**src/rtl/rx_to_pkg.sv**
```systemverilog
package rx_to_pkg;

  typedef enum logic [1:0] {
    WLEN_5 = 2'd0,
    WLEN_6 = 2'd1,
    WLEN_7 = 2'd2,
    WLEN_8 = 2'd3
  } wlen_e;

  localparam int unsigned FRAME_BITS_MAX = 12;
  localparam int unsigned FRAME_BITS_W   = 4;

  // start + data + parity + stop bits in one serial frame
  function automatic logic [FRAME_BITS_W-1:0] frame_bits(
    input wlen_e wl,
    input logic  par,
    input logic  two_stop
  );
    logic [FRAME_BITS_W-1:0] b;
    b = 4'd6 + {2'b00, wl};
    b = b + {3'b000, par};
    b = b + (two_stop ? 4'd2 : 4'd1);
    return b;
  endfunction

endpackage

```
**src/rtl/rxto_window_len.sv**
```systemverilog
module rxto_window_len
  import rx_to_pkg::*;
#(
  parameter int unsigned OVS   = 16,
  parameter int unsigned CHARS = 4,
  parameter int unsigned CNT_W = 10
) (
  input  logic [1:0]       word_len,
  input  logic             parity_en,
  input  logic             two_stop,
  output logic [CNT_W-1:0] window
);
  localparam int unsigned SCALE = OVS * CHARS;

  logic [FRAME_BITS_W-1:0] bits;
  assign bits = frame_bits(wlen_e'(word_len), parity_en, two_stop);

  generate
    if ((SCALE & (SCALE - 1)) == 0) begin : g_shift
      localparam int unsigned SH = $clog2(SCALE);
      assign window = CNT_W'(bits) << SH;
    end else begin : g_mult
      localparam logic [CNT_W-1:0] SCALE_V = CNT_W'(SCALE);
      assign window = CNT_W'(bits) * SCALE_V;
    end
  endgenerate

endmodule

```
**src/rtl/rxto_char_timer.sv**
```systemverilog
module rxto_char_timer #(
  parameter int unsigned CNT_W = 10
) (
  input  logic             clk,
  input  logic             rst_n,
  input  logic             arm,
  input  logic             restart,
  input  logic             tick,
  input  logic [CNT_W-1:0] window,
  output logic             expire
);
  logic [CNT_W-1:0] cnt_q;

  always_ff @(posedge clk or negedge rst_n) begin
    if (!rst_n) begin
      cnt_q <= '0;
    end else if (!arm || restart) begin
      cnt_q <= '0;
    end else if (tick && (cnt_q < window)) begin
      cnt_q <= cnt_q + 1'b1;
    end
  end

  // fires once, on the tick that completes the window; count then saturates
  assign expire = arm && !restart && tick && (window != '0) &&
                  (cnt_q == window - 1'b1);

endmodule

```
**src/rtl/rxto_pending.sv**
```systemverilog
module rxto_pending (
  input  logic clk,
  input  logic rst_n,
  input  logic set,
  input  logic clr,
  output logic pending
);
  always_ff @(posedge clk or negedge rst_n) begin
    if (!rst_n)   pending <= 1'b0;
    else if (clr) pending <= 1'b0;
    else if (set) pending <= 1'b1;
  end
endmodule

```
**src/rtl/rx_char_timeout.sv**
```systemverilog
module rx_char_timeout
  import rx_to_pkg::*;
#(
  parameter int unsigned OVS   = 16,
  parameter int unsigned CHARS = 4
) (
  input  logic       clk,
  input  logic       rst_n,
  input  logic       fifo_mode_en,
  input  logic       rx_nonempty,
  input  logic       rx_push,
  input  logic       rx_pop,
  input  logic       baud_tick16,
  input  logic [1:0] word_len,
  input  logic       parity_en,
  input  logic       two_stop,
  output logic       timeout_pending
);
  localparam int unsigned WIN_MAX = FRAME_BITS_MAX * OVS * CHARS;
  localparam int unsigned CNT_W   = $clog2(WIN_MAX + 1);

  logic [CNT_W-1:0] window;
  logic             arm;
  logic             restart;
  logic             expire;

  assign arm     = fifo_mode_en && rx_nonempty;
  assign restart = rx_push || rx_pop;

  rxto_window_len #(.OVS(OVS), .CHARS(CHARS), .CNT_W(CNT_W)) u_len (
    .word_len (word_len),
    .parity_en(parity_en),
    .two_stop (two_stop),
    .window   (window)
  );

  rxto_char_timer #(.CNT_W(CNT_W)) u_timer (
    .clk    (clk),
    .rst_n  (rst_n),
    .arm    (arm),
    .restart(restart),
    .tick   (baud_tick16),
    .window (window),
    .expire (expire)
  );

  rxto_pending u_flag (
    .clk    (clk),
    .rst_n  (rst_n),
    .set    (expire),
    .clr    (!arm || restart),
    .pending(timeout_pending)
  );

endmodule

```
**config.mk**
```make
export PLATFORM = sky130hd
export DESIGN_NAME = rx_char_timeout
export DESIGN_NICKNAME = d
export VERILOG_FILES = /design/src/rtl/rx_to_pkg.sv /design/src/rtl/rxto_window_len.sv /design/src/rtl/rxto_char_timer.sv /design/src/rtl/rxto_pending.sv /design/src/rtl/rx_char_timeout.sv
export SDC_FILE = /design/constraint.sdc
export NUM_CORES = 1
export LEC_CHECK = 0
export BUFFER_PORTS_ARGS = -buffer_cell sky130_fd_sc_hd__buf_2
export CORE_AREA = 2 2 52 54
export CTS_CLUSTER_DIAMETER = 150
export CTS_CLUSTER_SIZE = 20
export DETAILED_ROUTE_END_ITERATION = 6
export DIE_AREA = 0 0 54 56
export GPL_TIMING_DRIVEN = 0
export MAX_ROUTING_LAYER = met4
export PLACE_DENSITY = 0.85
export SKIP_CTS_REPAIR_TIMING = 1
export SYNTH_ARGS = -nofsm -noshare
export SYNTH_HDL_FRONTEND = slang
export SYNTH_HIERARCHICAL = 1
export SYNTH_SLANG_ARGS = --single-unit
```
**constraint.sdc**
```tcl
create_clock -name clk -period 5 [get_ports clk]
set_input_delay 0.5 -clock clk [delete_from_list [all_inputs] [get_ports clk]]
set_output_delay 0.5 -clock clk [all_outputs]
set_load 0.01 [all_outputs]
```
== Word level (Yosys, flattened, before mapping) ==
Cells that the tools add are included.

* Reductions and logical operators: 13
* Eq/ne operators: 1
* $lt $le $gt $ge: 1
* Muxes and demuxes: 5
* Add/sub/neg operators: 5

{| class="wikitable"
|+ Operators with widths
! cell !! number
|-
| 2-to-1 mux 10 bit || 2
|-
| adder 10 x 1 -> 10 bit, second input constant || 1
|-
| == test 10 bit || 1
|-
| < comparator 10 bit || 1
|-
| nonzero test 10 bit || 1
|-
| subtractor 10 x 1 -> 10 bit, second input constant || 1
|-
| logical AND 1 bit || 6
|-
| adder 3 x 2 -> 4 bit, first input constant || 1
|-
| adder 4 x 1 -> 4 bit || 1
|-
| adder 4 bit || 1
|-
| nonzero test 2 bit || 2
|-
| logical NOT 1 bit || 2
|-
| logical OR 1 bit || 2
|-
| 2-to-1 mux 1 bit || 2
|-
| 2-to-1 mux 2 bit || 1
|}

* Word-level logic and storage cells: 27
* Bits in registers: 11
* Bits of input ports: 11

== Logic depth before layout (Yosys ltp) ==
* Depth after elaboration: 8
* Gate-level depth with buffers: 15
* Mapped depth without buffers: 14

== By module ==
Netlist, hierarchy kept.

{| class="wikitable"
|+ By module, submodules not included
! module !! sequential area each (µm²) !! area an instance (µm²) !! instances !! cells an instance
|-
| rxto_char_timer || 250.2 || 1119.8 || 1 || 135
|-
| rxto_window_len || 0.0 || 128.9 || 1 || 17
|-
| rxto_pending || 25.0 || 35.0 || 1 || 2
|-
| rx_char_timeout || 0.0 || 23.8 || 1 || 3
|}

== Least setup slack after synthesis ==
No wires, ideal clock.

* Path kind: input -> register
* Start point: input port word_len[0]
* End point: register u_timer.cnt_q[5]
* Path buffers: 0
* Data arrival time: 2.828 ns
* Path slack: 2.094 ns
* Stages: 12
* Path through: fa_1 ha_1 inv_1 ha_1 inv_1 inv_1 ha_1 a211o_1 o211ai_1 nand3b_1 or4_1 a21oi_1

* Word-level cells in the longest chain between the ends: 6

{| class="wikitable"
|+ Ends and longest elaborated chain
! what !! RTL line !! source
|-
| start, declared || rx_char_timeout.sv:14 || <nowiki>input logic [1:0] word_len,</nowiki>
|-
| adder 3 x 2 -> 4 bit || rx_to_pkg.sv:20 || <nowiki>b = 4'd6 + {2'b00, wl};</nowiki>
|-
| adder 4 x 1 -> 4 bit || rx_to_pkg.sv:21 || <nowiki>b = b + {3'b000, par};</nowiki>
|-
| adder 4 bit || rx_to_pkg.sv:22 || <nowiki>b = b + (two_stop ? 4'd2 : 4'd1);</nowiki>
|-
| via window[8] || rx_char_timeout.sv:22 || <nowiki>logic [CNT_W-1:0] window;</nowiki>
|-
| < comparator 10 bit || rxto_char_timer.sv:19 || <nowiki>end else if (tick && (cnt_q < window)) begin</nowiki>
|-
| logical AND 1 bit || rxto_char_timer.sv:19 ||
|-
| nonzero test 2 bit (no source line) || n/a ||
|-
| end signal, assigned || rxto_char_timer.sv:20 || <nowiki>cnt_q <= cnt_q + 1'b1;</nowiki>
|-
| end, declared || rxto_char_timer.sv:12 || <nowiki>logic [CNT_W-1:0] cnt_q;</nowiki>
|}

The timed path passes the listed nets, and every way through them passes these cells.
A chain may end at the register's enable or synchronous reset.

== Worst setup path after layout ==
* Start point: input port word_len[0]
* End point: register u_timer.cnt_q[8]

The elaborated chain is that of the path after synthesis.

==> qor.csv <==
stage,metric,value,unit
clock_tree,CTS Sinks,11,
clock_tree,CTS max path bufs,2,
global_route,GRT overflow,0,
timing,fmax,311,MHz
layout,filler cell count,219,
layout,most frequent cells in the layout,"19 x inv_1, 16 x ha_1, 11 x buf_2, 11 x dfrtp_1, 11 x a21oi_1",
routing,WL/cell,15.4,µm
synth,most area-hungry cell type in the Yosys netlist,dfrtp_1,
setup_path,CP Launch Type,primary input,
job,max-cap violations,0,
global_route,global-route wire length before repair,5620,µm
pwr,worst vdd ir,0.176,mV
clock_tree,H-tree Lvls,1,
timing,final setup margin,1.79,ns
timing,clock skew,0.00162,ns
setup_path,CP Cell Sequence,buf_2 -> fa_1 -> ha_1 -> inv_1 -> ha_1 -> inv_1 -> inv_1 -> ha_1 -> a211o_1 -> o211ai_1 -> nand3b_1 -> clkbuf_1 -> o31ai_1 -> a21oi_1,
routing,first drt pass iteration count,4,
clock_tree,clock buffer count from CTS,3,
floorplan,die area,0.00302,mm²
synth,Synth Warn #,6,
timing,unrepaired setup endpoints after global routing,no,
clock_tree,Clock Latency Late Sink,0.27,ns
pwr,power density cells,148,mW/mm²
place,placed instance count,203,
clock_tree,Root Driver,clkbuf_4,
routing,via count,1245,
floorplan,Std-Cell Rows,18,
global_route,vias in the first global route,1275,
setup_path,FF-to-FF End,u_timer/cnt_q[8],
timing,Slew Limit Fails,0,
pwr,Design Power,0.214,mW
setup_path,RR Startpoint,u_timer/cnt_q[7],
synth,register area share after synthesis,0.211,
timing,final hold vios,0,
place,IO buf count,11,
place,DP HPWL,2540,µm
layout,share of post-route cells with drive strength above 1,0.147,
synth,top-area cell type share of the netlist area,0.211,
setup_path,CP endpoint kind,flop,
pwr,Leak,0.650,nW
setup_path,Critical Path Fanout Max,10,
floorplan,core area,0.00243,mm²
layout,area of the multi-input gates,920,µm²
floorplan,boundary pin count,12,
place,GP Congestion,0.881,
outcome,status,finished clean,
synth,Synth area leaders,"dfrtp_1 21%, ha_1 15%, xnor2_1 6.0%",
timing,setup TNS,0,ns
floorplan,Chip Width,54,µm
floorplan,Initial Util,0.538,
layout,final cell count without fillers,207,
routing,Via density,6.01,
setup_path,CP Data Arrival Time,3.35,ns
setup_path,Required @ worst endpoint,5.14,ns
setup_path,cells on worst reg2reg path,7,
hold_path,Hold Crit Class,primary input to async pin,
global_route,pin count of the biggest net entering global routing,12,
layout,Total Nets Final,206,
timing,Final Cycle Share,0.642,
setup_path,R2R Setup Slk,2.63,ns
synth,synthesized area per cell,8.33,µm²
synth,#FFs+latches synth,11,
setup_path,Top Family by Delay on Critical Path,adder cells,
layout,area grow syn2layout,10.5,%
routing,post-route ant nets,0,
setup_path,WP buf/inv,5,
routing,DRT Wirelength,3200,µm
layout,register area,275,µm²
synth,Post-Synthesis Cells,157,
place,Place WS,1.55,ns
synth,Mapped Area,0.00131,mm²
synth,Yosys cell types,40,
setup_path,"slowest stage delay, CP",0.42,ns
floorplan,Die Span Y,56,µm
clock_tree,clock slew at reported path FFs,0.07,ns
routing,detailed-route DRC error count,0,
timing,fin crit period,3.21,ns
layout,Ant. Diodes,0,
layout,"most common cell after layout, fill and taps aside",inv_1,
routing,initial DRC count,39,
global_route,GRT Util Overall,0.253,
setup_path,"Slowest-stage cell, CP",fa_1,
clock_tree,CTS tree,done,
layout,Final Util,0.594,
timing,endpoints failing setup,0,
setup_path,Worst Setup Path Type,primary input to flop,
global_route,initial antenna violation count,0,
[worst max-delay path by stage]
stage	startpoint	to	cells past startpoint
floorplan	word_len[0]	u_timer/cnt_q[5]	12
global placement	word_len[0]	u_timer/cnt_q[6]	14
detailed placement	word_len[0]	u_timer/cnt_q[8]	14
CTS	word_len[0]	u_timer/cnt_q[8]	14
global route	word_len[0]	u_timer/cnt_q[6]	14
finish	word_len[0]	u_timer/cnt_q[8]	14
[cell usage after synthesis, drive strengths merged]
cell and number:
a31oi 1, or4 9, nor4 1, a221oi 1, nand2b 2, fa 1, dfrtp 11, nor3 4
and3b 1, xor2 5, inv 19, o211ai 1, o22ai 1, nand4bb 1, nand4 4, a211oi 1
nand2 4, nand3b 2, nor2 5, buf 6, a211o 1, clkbuf 4, ha 16, conb 1
a21oi 11, o21ai 5, or2 1, nor4b 2, o21ba 1, o31a 1, o31ai 9, and4 1
nand3 9, and2 2, a32oi 1, xnor2 9, and3 3
[cell families (layout without fill, tap and decap cells)]
| family | count (synthesis) | count (layout) | share of synthesized area |
|---|---|---|---|
| buffers and inverters | 29 | 44 | 0.100 |
| AOI/OAI and AO/OA | 34 | 34 | 0.172 |
| and+or+nand+nor | 51 | 51 | 0.252 |
| DFF | 11 | 11 | 0.211 |
| xor gates and xnor gates | 14 | 14 | 0.0938 |
| adders and majority gates | 17 | 17 | 0.168 |
| other | 1 | 6 | 0.00287 |
[metal layers]
layer | up-vias | track usage | share of wire
li1 | 603 | - | -
met1 | 598 | 0.302 | 0.41
met2 | 36 | 0.418 | 0.53
met3 | 8 | 0.0376 | 0.045
met4 | 0 | 0.100 | 0.019
met5 | - | - | 0
[through the flow]
step	cell area (µm²)	hold WS (ns)
after detailed placement	1420	0.378
after global placement	1420	0.378
final	1450	0.0855
after global routing	1450	0.0860
after CTS	1450	0.0771
after floorplan	1330	0.204
[cell type report]
type / instances / area share
multi-input combinational: 122 / 0.636
inverter: 19 / 0.0494
clock buffer: 4 / 0.0182
buffer: 10 / 0.0416
tap: 30 / 0.0260
timing repair buffer: 11 / 0.0381
sequential: 11 / 0.190
[report_power, final]
| group | internal (mW) | total, mW | switching, mW |
|---|---|---|---|
| Clock | 0.0310 | 0.0622 | 0.0312 |
| Sequential | 0.0890 | 0.0892 | 0.000193 |
| Combinational | 0.0259 | 0.0625 | 0.0366 |
[registers in the layout (all words and copies together), names as in the netlist]
signal          cells
u_flag/pending      1
u_timer/cnt_q      10
Power figures use the tool's default switching activity.
